==> src/rtl/dac_buf_pkg.sv <==
package dac_buf_pkg;
   typedef enum logic {
      REG_LOWER = 1'b0,
      REG_UPPER = 1'b1
   } dac_reg_e;
endpackage

==> src/rtl/dac_byte_regs.sv <==
module dac_byte_regs #(
   parameter int BYTE_W   = 8,
   parameter int LOW_BITS = 2
) (
   input  logic                clk,
   input  logic                rst_n,
   input  logic                bus_wr,
   input  logic                bus_sel,
   input  logic [BYTE_W-1:0]   bus_wdata,
   output logic [BYTE_W-1:0]   upper_q,
   output logic [LOW_BITS-1:0] lower_q,
   output logic                upper_wr,
   output logic                lower_wr,
   output logic [BYTE_W-1:0]   bus_rdata
);
   import dac_buf_pkg::*;

   localparam int PAD_W = BYTE_W - LOW_BITS;

   initial begin
      if (LOW_BITS < 1 || LOW_BITS >= BYTE_W)
         $error("dac_byte_regs: LOW_BITS must be in 1..BYTE_W-1");
   end

   assign upper_wr = bus_wr && (dac_reg_e'(bus_sel) == REG_UPPER);
   assign lower_wr = bus_wr && (dac_reg_e'(bus_sel) == REG_LOWER);

   always_ff @(posedge clk or negedge rst_n) begin
      if (!rst_n) begin
         upper_q <= '0;
         lower_q <= '0;
      end else begin
         if (upper_wr) upper_q <= bus_wdata;
         if (lower_wr) lower_q <= bus_wdata[BYTE_W-1 -: LOW_BITS];
      end
   end

   logic [BYTE_W-1:0] lower_view;

   generate
      if (PAD_W > 0) begin : g_pad
         assign lower_view = {lower_q, {PAD_W{1'b0}}};
      end else begin : g_full
         assign lower_view = lower_q;
      end
   endgenerate

   assign bus_rdata = (dac_reg_e'(bus_sel) == REG_UPPER) ? upper_q : lower_view;
endmodule

==> src/rtl/dac_trig_edge.sv <==
module dac_trig_edge #(
   parameter int TRIG_N = 8,
   parameter int SEL_W  = 3
) (
   input  logic              clk,
   input  logic              rst_n,
   input  logic [TRIG_N-1:0] trig_in,
   input  logic [SEL_W-1:0]  trig_sel,
   output logic              trig_rise
);
   initial begin
      if (TRIG_N < 1) $error("dac_trig_edge: TRIG_N must be positive");
      if (TRIG_N > 1 && (1 << SEL_W) < TRIG_N)
         $error("dac_trig_edge: SEL_W too narrow for TRIG_N");
   end

   logic picked;
   logic picked_d;

   generate
      if (TRIG_N == 1) begin : g_single
         logic unused_sel;
         assign unused_sel = ^trig_sel;
         assign picked = trig_in[0];
      end else begin : g_mux
         always_comb begin
            picked = 1'b0;
            for (int i = 0; i < TRIG_N; i++)
               if (SEL_W'(i) == trig_sel) picked = trig_in[i];
         end
      end
   endgenerate

   always_ff @(posedge clk or negedge rst_n) begin
      if (!rst_n) picked_d <= 1'b0;
      else        picked_d <= picked;
   end

   assign trig_rise = picked & ~picked_d;
endmodule

==> src/rtl/dac_commit_ctl.sv <==
module dac_commit_ctl #(
   parameter int BYTE_W   = 8,
   parameter int LOW_BITS = 2
) (
   input  logic                       clk,
   input  logic                       rst_n,
   input  logic                       trig_mode_en,
   input  logic                       upper_wr,
   input  logic                       lower_wr,
   input  logic [BYTE_W-1:0]          bus_wdata,
   input  logic [BYTE_W-1:0]          upper_q,
   input  logic [LOW_BITS-1:0]        lower_q,
   input  logic                       trig_rise,
   output logic                       armed,
   output logic                       fire,
   output logic [BYTE_W+LOW_BITS-1:0] dac_code
);
   assign fire = trig_mode_en && armed && trig_rise;

   always_ff @(posedge clk or negedge rst_n) begin
      if (!rst_n)        armed <= 1'b0;
      else if (upper_wr) armed <= 1'b1;
      else if (lower_wr) armed <= 1'b0;
   end

   always_ff @(posedge clk or negedge rst_n) begin
      if (!rst_n)
         dac_code <= '0;
      else if (!trig_mode_en && upper_wr)
         dac_code <= {bus_wdata, lower_q};
      else if (fire)
         dac_code <= {upper_q, lower_q};
   end
endmodule

==> src/rtl/dac_code_buffer.sv <==
module dac_code_buffer #(
   parameter int CODE_W = 10,
   parameter int BYTE_W = 8,
   parameter int TRIG_N = 8,
   localparam int SEL_W = (TRIG_N > 1) ? $clog2(TRIG_N) : 1,
   localparam int LOW_BITS = CODE_W - BYTE_W
) (
   input  logic              clk,
   input  logic              rst_n,
   input  logic              bus_wr,
   input  logic              bus_sel,
   input  logic [BYTE_W-1:0] bus_wdata,
   output logic [BYTE_W-1:0] bus_rdata,
   input  logic              trig_mode_en,
   input  logic [SEL_W-1:0]  trig_sel,
   input  logic [TRIG_N-1:0] trig_in,
   output logic [CODE_W-1:0] dac_code
);
   initial begin
      if (CODE_W <= BYTE_W || CODE_W >= 2 * BYTE_W)
         $error("dac_code_buffer: CODE_W must lie strictly between BYTE_W and 2*BYTE_W");
   end

   logic [BYTE_W-1:0]   upper_q;
   logic [LOW_BITS-1:0] lower_q;
   logic                upper_wr;
   logic                lower_wr;
   logic                trig_rise;
   logic                armed;
   logic                fire;

   dac_byte_regs #(.BYTE_W(BYTE_W), .LOW_BITS(LOW_BITS)) u_regs (
      .clk(clk), .rst_n(rst_n), .bus_wr(bus_wr), .bus_sel(bus_sel),
      .bus_wdata(bus_wdata), .upper_q(upper_q), .lower_q(lower_q),
      .upper_wr(upper_wr), .lower_wr(lower_wr), .bus_rdata(bus_rdata)
   );

   dac_trig_edge #(.TRIG_N(TRIG_N), .SEL_W(SEL_W)) u_edge (
      .clk(clk), .rst_n(rst_n), .trig_in(trig_in), .trig_sel(trig_sel),
      .trig_rise(trig_rise)
   );

   dac_commit_ctl #(.BYTE_W(BYTE_W), .LOW_BITS(LOW_BITS)) u_commit (
      .clk(clk), .rst_n(rst_n), .trig_mode_en(trig_mode_en),
      .upper_wr(upper_wr), .lower_wr(lower_wr), .bus_wdata(bus_wdata),
      .upper_q(upper_q), .lower_q(lower_q), .trig_rise(trig_rise),
      .armed(armed), .fire(fire), .dac_code(dac_code)
   );
endmodule

==> config.mk <==
export PLATFORM = sky130hd
export DESIGN_NAME = dac_code_buffer
export DESIGN_NICKNAME = d
export VERILOG_FILES = /design/src/rtl/dac_buf_pkg.sv /design/src/rtl/dac_byte_regs.sv /design/src/rtl/dac_trig_edge.sv /design/src/rtl/dac_commit_ctl.sv /design/src/rtl/dac_code_buffer.sv
export SDC_FILE = /design/constraint.sdc
export NUM_CORES = 1
export LEC_CHECK = 0
export CORE_MARGIN = 2
export CORE_UTILIZATION = 38
export CTS_CLUSTER_DIAMETER = 60
export CTS_CLUSTER_SIZE = 28
export DETAILED_ROUTE_END_ITERATION = 16
export GPL_TIMING_DRIVEN = 0
export PLACE_DENSITY_LB_ADDON = 0.15
export SYNTH_ARGS = -nofsm -noshare
export SYNTH_HDL_FRONTEND = slang
export SYNTH_SLANG_ARGS = --single-unit
==> constraint.sdc <==
create_clock -name clk -period 1.35 [get_ports clk]
set_clock_uncertainty 0.05 [all_clocks]
set_input_delay 0.27 -clock clk [delete_from_list [all_inputs] [get_ports clk]]
set_output_delay 0.27 -clock clk [all_outputs]
set_load 0.02 [all_outputs]
==> flow_summary.json, run 1 <==
{
  "criticalPathCategory": "flip-flop to flip-flop",
  "report.final.hold_viol_count": 0,
  "post_synth_simple_gate_area_pct": 12.5,
  "hold_path_class": "input port to async pin",
  "grt_pass1_wl_um": 4870,
  "grt_overflow_total": 0,
  "htree_levels": 1,
  "final_min_period_over_clock_period_pct": 109,
  "floorplan.die_area_um2": 3260,
  "max_cap_violations": 0,
  "worstSetupStartpoint": "u_edge.picked_d$_DFF_PN0_",
  "vdd_ir_drop_max_mv": 0.937,
  "syn_avg_cell_area_um2": 11.5,
  "synth.lib_cells_used.distinct": 23,
  "core-area_um2": 2710,
  "grt_usage_pct": 19.4,
  "worstPathRequired_ns": 1.50,
  "die_width_um": 57.1,
  "die_y_um": 57.1,
  "drtAntennaViolNets": 0,
  "drt-wirelength-per-cell_um": 15.1,
  "clock_sinks": 22,
  "detailed_place.area_um2": 1520,
  "via_per_inst": 5.28,
  "netlist_area_um2": 1070,
  "boundaryPins": 42,
  "synthDominantAreaCellType": "dfrtp_1",
  "port-buffer-count": 40,
  "mostFrequentLayoutCells": "buf_4, dfrtp_1, buf_6, mux2_2, clkbuf_2",
  "max-clock-path-buffers": 2,
  "drive_gt1_share_pct": 55.3,
  "clock_tree_from_tritoncts": "yes",
  "status": "complete, but fails checks",
  "total_length_of_routed_wires_um": 2890,
  "reg2reg_setup_slack_ns": -0.13,
  "layoutNonFillerInstCount": 192,
  "reg2reg_depth": 3,
  "violated_checks": "negative setup slack",
  "critPathLaunchType": "flip-flop",
  "post_synth_xor_area_fraction_pct": 0,
  "design.final.nets": 187,
  "synth_top_area_share_pct": 51.5,
  "post-place-cells": 164,
  "final_max_slew_viol_count": 0,
  "grt_pass1_vias": 1034,
  "ys.warnings.count": 0,
  "layout.cell_area.non_filler_um2": 1780,
  "arrival_ns": 1.62,
  "grt_max_degree": 23,
  "combinational_family_with_the_most_area_after_synthesis": "multiplexers",
  "initial_utilization_pct": 39.5,
  "cts.reportedPaths.clkPinSlew_ns": 0.12,
  "remaining_drc_errors": 0,
  "setup_repair_after_global_routing_missed_its_margin": "true",
  "setup_viol_count_final": 11,
  "synth-compound-area-share_pct": 15.3,
  "power.density_nw_per_um2": 1110,
  "worst_slew_margin_rel_pct": 32.4,
  "post_synth_inst_count": 93,
  "fmax_mhz": 677,
  "synth.ff_latch_count": 22,
  "cts_inserted_buffers": 3,
  "worst-path-max-fanout": 2,
  "mostFrequentLayoutCell": "buf_4",
  "finalWorstSetupSlack_ns": -0.127,
  "clock-root-buffer": "clkbuf_4",
  "holdBufCountCts": 0,
  "synth_nets": 117,
  "muxShareOfSynthArea_pct": 18.8,
  "placementRows": 19,
  "antenna_found_initial": 0,
  "worstSkewPairLatency_ns": 0.30,
  "reg2reg_to": "u_commit.dac_code[1]$_DFFE_PN0P_",
  "worst_setup_path_end_kind": "flip-flop",
  "synth_top_cells_by_area": "dfrtp_1, mux2_2, a31oi_1, o21ai_0, nand3_1",
  "vias": 1013,
  "synth-seq-area-share_pct": 51.5,
  "drt-initial-drc-count": 39,
  "rr_startpoint": "u_edge.picked_d$_DFF_PN0_",
  "static-leakage-power_nw": 0.808,
  "gp_routability_congestion": 0.745,
  "synthToLayoutAreaGrowth_pct": 66.8,
  "firstDrtPassIters": 4,
  "antenna_cells": 0,
  "worst-slew-pin-transition_ns": 1.01,
  "yosys.area_share.adder_pct": 0,
  "power_mw": 1.98,
  "finalCriticalPeriod_ns": 1.48
}
## metal layers
metal / routed length (µm) / share of wire [%] / global-route usage [%] / vias up
met1: 1170 / 41 / 24.6 / 489
met4: 12 / 0.41 / 2.99 / 0
met3: 254 / 8.8 / 5.44 / 2
li1: - / - / - / 482
met5: 0 / 0 / 0 / -
met2: 1450 / 50 / 33.7 / 40
## worst max-delay path, stage by stage, from the launching register on
cell	delay, ns
dfrtp_1	0.41
a311o_2	0.41
o21ai_4	0.19
mux2_4	0.32
## synth_stat cells
master    count
a311o_1       1
a311oi_2      1
a31oi_1       9
and2_1        6
buf_1         1
buf_4         1
clkbuf_2      1
dfrtp_1      22
inv_1         1
mux2_1        2
mux2_2       13
mux2i_1       1
mux4_2        1
nand2_1       2
nand2b_1      1
nand3_1       8
nor2_1        8
nor2b_1       1
o21ai_0       9
o21ai_2       1
o22a_1        1
o22ai_4       1
or2_2         1
## layout make-up
class	count	area [µm²]
plain buffers	2	15.0
well taps	31	38.8
repair buffers	66	557
clock buffers	3	22.5
multi-input cells	67	597
inverters	1	3.75
flip-flops and latches	22	551
fillers	242	926
## kinds of logic (layout without fill, tap and decap cells)
family,after synthesis,in the layout
AOI/OAI and AO/OA,23,23
muxes,17,17
buffers and inverters,4,72
and+or+nand+nor,27,27
DFF,22,22
## metrics by stage
step | utilization (%) | hold slack, ns | setup TNS (ns) | setup WS, ns
floorplan | - | -0.0756 | -0.589 | -0.187
global placement | 56.1 | 0.422 | -16.20 | -0.965
detailed placement | 56.1 | 0.432 | -17.40 | -0.974
CTS | 63.3 | 0.199 | -0.529 | -0.119
global route | 65.8 | 0.148 | -1.21 | -0.148
finish | 65.8 | 0.0607 | -0.577 | -0.127
## timing repair
action,4_1_cts,5_1_grt
hold endpoints to repair,0,0
pin swaps,13,13
endpoints found under the setup margin,29,50
resized for setup,105,39
setup buffers,20,6
## worst max path at each step
| stage | depth (start not counted) | endpoint | slack [ns] |
|---|---|---|---|
| 2_1_floorplan | 4 | u_commit.dac_code[0]$_DFFE_PN0P_ | -0.19 |
| 3_3_place_gp | 5 | u_commit.dac_code[1]$_DFFE_PN0P_ | -0.96 |
| 3_5_place_dp | 5 | u_commit.dac_code[1]$_DFFE_PN0P_ | -0.97 |
| 4_1_cts | 4 | u_commit.dac_code[1]$_DFFE_PN0P_ | -0.12 |
| 5_1_grt | 3 | u_commit.dac_code[1]$_DFFE_PN0P_ | -0.15 |
| 6_report | 3 | u_commit.dac_code[1]$_DFFE_PN0P_ | -0.13 |
## report_power, final
part	switching (mW)	internal, mW	total, mW	leakage, nW
clock	0.192	0.104	0.296	0.0138
combinational	0.386	0.439	0.825	0.539
sequential	0.0759	0.787	0.863	0.255
total	0.654	1.33	1.98	0.808
## state kept, by name (all words and copies together), names as in the netlist
name and cells:
u_commit.armed 1, u_commit.dac_code 10, u_edge.picked_d 1, u_regs.lower_q 2, u_regs.upper_q 8
Note: power is estimated with default switching activity, not from simulation.
==> run 2, diff against run 1 <==
--- a/config.mk
+++ b/config.mk
@@ -6,10 +6,11 @@
 export NUM_CORES = 1
 export LEC_CHECK = 0
 export CORE_MARGIN = 2
-export CORE_UTILIZATION = 38
+export CORE_UTILIZATION = 42
 export CTS_CLUSTER_DIAMETER = 60
 export CTS_CLUSTER_SIZE = 28
 export DETAILED_ROUTE_END_ITERATION = 16
+export GPL_ROUTABILITY_DRIVEN = 0
 export GPL_TIMING_DRIVEN = 0
 export PLACE_DENSITY_LB_ADDON = 0.15
 export SYNTH_ARGS = -nofsm -noshare
==> constraint.sdc (replaced) <==
create_clock -name clk -period 1.4 [get_ports clk]
set_clock_uncertainty 0.05 [all_clocks]
set_input_delay 0.28 -clock clk [delete_from_list [all_inputs] [get_ports clk]]
set_output_delay 0.28 -clock clk [all_outputs]
set_load 0.02 [all_outputs]
==> run 2 against run 1 <==
Effect of this change:
- the flow still finishes with violations (negative setup slack)
- sequential share of layout area increased by 1.1 points
- setup slack improved by 0.055 ns
- largest cell class unchanged
- cell area decreased by 3.5%
- via count decreased by 4.1%
- first-iteration DRC count decreased by 59%
- sequential power decreased by 2%
- critical path type unchanged
- total power decreased by 5.4%
- core utilization increased by 4.3 points
- wire length increased by 4.6%
==> flow_summary.json, run 2 (same netlist as run 1, synthesis figures left out) <==
{
  "grt_pass1_vias": 1013,
  "final.fill_count": 195,
  "worstSetupStartpoint": "u_edge.picked_d$_DFF_PN0_",
  "setup_viol_count_final": 7,
  "layoutNonFillerInstCount": 180,
  "floorplan.die_area_um2": 2970,
  "final_min_period_over_clock_period_pct": 105,
  "worst_slew_margin_rel_pct": 34.5,
  "finalWorstSetupSlack_ns": -0.0717,
  "firstDrtPassIters": 4,
  "status": "complete, but fails checks",
  "relative_contribution_of_sequential_cells_to_total_power_pct": 45.1,
  "grt_pass1_wl_um": 4720,
  "static-leakage-power_nw": 0.741,
  "worst-path-max-fanout": 2,
  "hold_path_class": "input port to flip-flop",
  "via_per_inst": 5.39,
  "switching_fraction_of_total_power_pct": 33.6,
  "htree_levels": 1,
  "setup_repair_after_global_routing_missed_its_margin": "true",
  "finalCriticalPeriod_ns": 1.47,
  "grt_overflow_total": 0,
  "detailed_place_hpwl_um": 1930,
  "layout.cell_area.non_filler_um2": 1720,
  "total_length_of_routed_wires_um": 3030,
  "clock_tree_from_tritoncts": "yes",
  "vias": 971,
  "drt-initial-drc-count": 16,
  "regMostFlops": "u_commit.dac_code",
  "remaining_drc_errors": 0,
  "criticalPathCategory": "flip-flop to flip-flop",
  "initial_utilization_pct": 43.6,
  "core-area_um2": 2450,
  "antenna_cells": 0,
  "port-buffer-count": 40,
  "rr_startpoint": "u_edge.picked_d$_DFF_PN0_",
  "drt-wirelength-per-cell_um": 16.8,
  "worstPathRequired_ns": 1.55,
  "drtAntennaViolNets": 0,
  "power.density_nw_per_um2": 1090,
  "drive_gt1_share_pct": 47.3,
  "combinationalPowerShare_pct": 40.2,
  "grt_max_degree": 23,
  "report.final.hold_viol_count": 0,
  "vdd_ir_drop_max_mv": 0.808,
  "placementRows": 18,
  "cts_inserted_buffers": 3,
  "antenna_found_initial": 0,
  "clock-root-buffer": "clkbuf_4",
  "multi_input_area_um2": 619,
  "largestRegisters": "u_commit.dac_code (10), u_regs.upper_q (8), u_regs.lower_q (2)",
  "power_frac_clock_pct": 14.7,
  "mostFrequentLayoutCells": "dfrtp_1, buf_4, mux2_2, clkdlybuf4s15_1",
  "crit_end": "u_commit.dac_code[1]$_DFFE_PN0P_",
  "violated_checks": "negative setup slack",
  "grt_usage_pct": 22.9,
  "critPathLaunchType": "flip-flop",
  "reg2reg_depth": 3,
  "worst-slew-pin-transition_ns": 0.980,
  "final_max_slew_viol_count": 0,
  "reg2reg_to": "u_commit.dac_code[1]$_DFFE_PN0P_",
  "synthToLayoutAreaGrowth_pct": 60.9,
  "arrival_ns": 1.62,
  "holdBufCountCts": 0,
  "final-seq-area_um2": 551,
  "worstSkewPairLatency_ns": 0.30,
  "largest_reg_flops": 10,
  "boundaryPins": 42,
  "cts.reportedPaths.clkPinSlew_ns": 0.12,
  "worst_setup_path_end_kind": "flip-flop",
  "mostFrequentLayoutCell": "dfrtp_1",
  "max-clock-path-buffers": 2,
  "design.final.nets": 176,
  "reg2reg_setup_slack_ns": -0.07,
  "die_width_um": 54.5,
  "internal-power_mw": 1.25,
  "fmax_mhz": 679,
  "total_switching_power_mw": 0.630,
  "post-place-cells": 163,
  "clock_sinks": 22,
  "detailed_place.area_um2": 1520,
  "die_y_um": 54.5,
  "max_cap_violations": 0
}
run 2: changes by cell type in the layout (fill, tap and decap cells not counted), sizes merged:
cell           previous run  this run
buf                      42        27
clkbuf                   13         6
clkdlybuf4s15             1        10
dlygate4sd2               5         8
dlymetal6s2s              1         0
run 2: layout make-up:
cell class / instances / share of cell area (%)
clock buffer: 3 / 1.31
multi-input combinational: 67 / 36.0
inverter: 1 / 0.218
timing repair buffer: 55 / 27.6
tap: 30 / 2.18
sequential: 22 / 32.0
buffer: 2 / 0.727
run 2: routing by layer:
layer	GRT usage, %	part of all wire, %
met4	10.0	0.40
met2	39.6	51
met3	3.83	5.5
met1	28.0	43
met5	0	0
run 2: critical path: stages (launching register included):
cell and delay (ns):
dfrtp_1 0.41, a311o_2 0.41, o21ai_4 0.18, mux2_4 0.32
run 2: per-stage QoR:
stage / setup WS, ns / hold slack [ns] / utilization (%) / TNS (ns) / power, mW
floorplan: -0.147 / -0.0656 / - / -0.294 / 1.16
global placement: -0.917 / 0.420 / 61.8 / -14.17 / 1.49
detailed placement: -0.962 / 0.428 / 61.8 / -13.77 / 1.51
CTS: -0.100 / 0.172 / 66.5 / -0.323 / 1.81
global route: -0.106 / 0.123 / 70.1 / -0.970 / 1.99
finish: -0.0717 / 0.148 / 70.1 / -0.250 / 1.88
run 2: what timing repair did:
action	4_1_cts	5_1_grt
cloned	0	0
pin swaps	11	18
setup buffers	10	5
endpoints found under the setup margin	29	16
gates resized for setup	94	29
run 2: power by group through the flow:
stage               clock (mW)  combinational, mW  sequential [mW]
floorplan                    0              0.238            0.923
global placement             0              0.655            0.836
detailed placement           0              0.667            0.841
CTS                      0.286              0.692            0.829
global route             0.322              0.807            0.863
finish                   0.276              0.753            0.847
run 2: worst min path at each step:
| stage | startpoint | cells past startpoint | slack [ns] | to |
|---|---|---|---|---|
| 6_report | trig_sel[0] | 2 | 0.15 | u_edge.picked_d$_DFF_PN0_ |
| 5_1_grt | trig_sel[0] | 2 | 0.12 | u_edge.picked_d$_DFF_PN0_ |
| 4_1_cts | trig_sel[0] | 2 | 0.17 | u_edge.picked_d$_DFF_PN0_ |
| 3_5_place_dp | u_commit.dac_code[1]$_DFFE_PN0P_ | 1 | 0.43 | u_commit.dac_code[1]$_DFFE_PN0P_ |
| 3_3_place_gp | u_commit.dac_code[1]$_DFFE_PN0P_ | 1 | 0.42 | u_commit.dac_code[1]$_DFFE_PN0P_ |
| 2_1_floorplan | rst_n | 0 | -0.07 | u_commit.armed$_DFFE_PN0P_ |
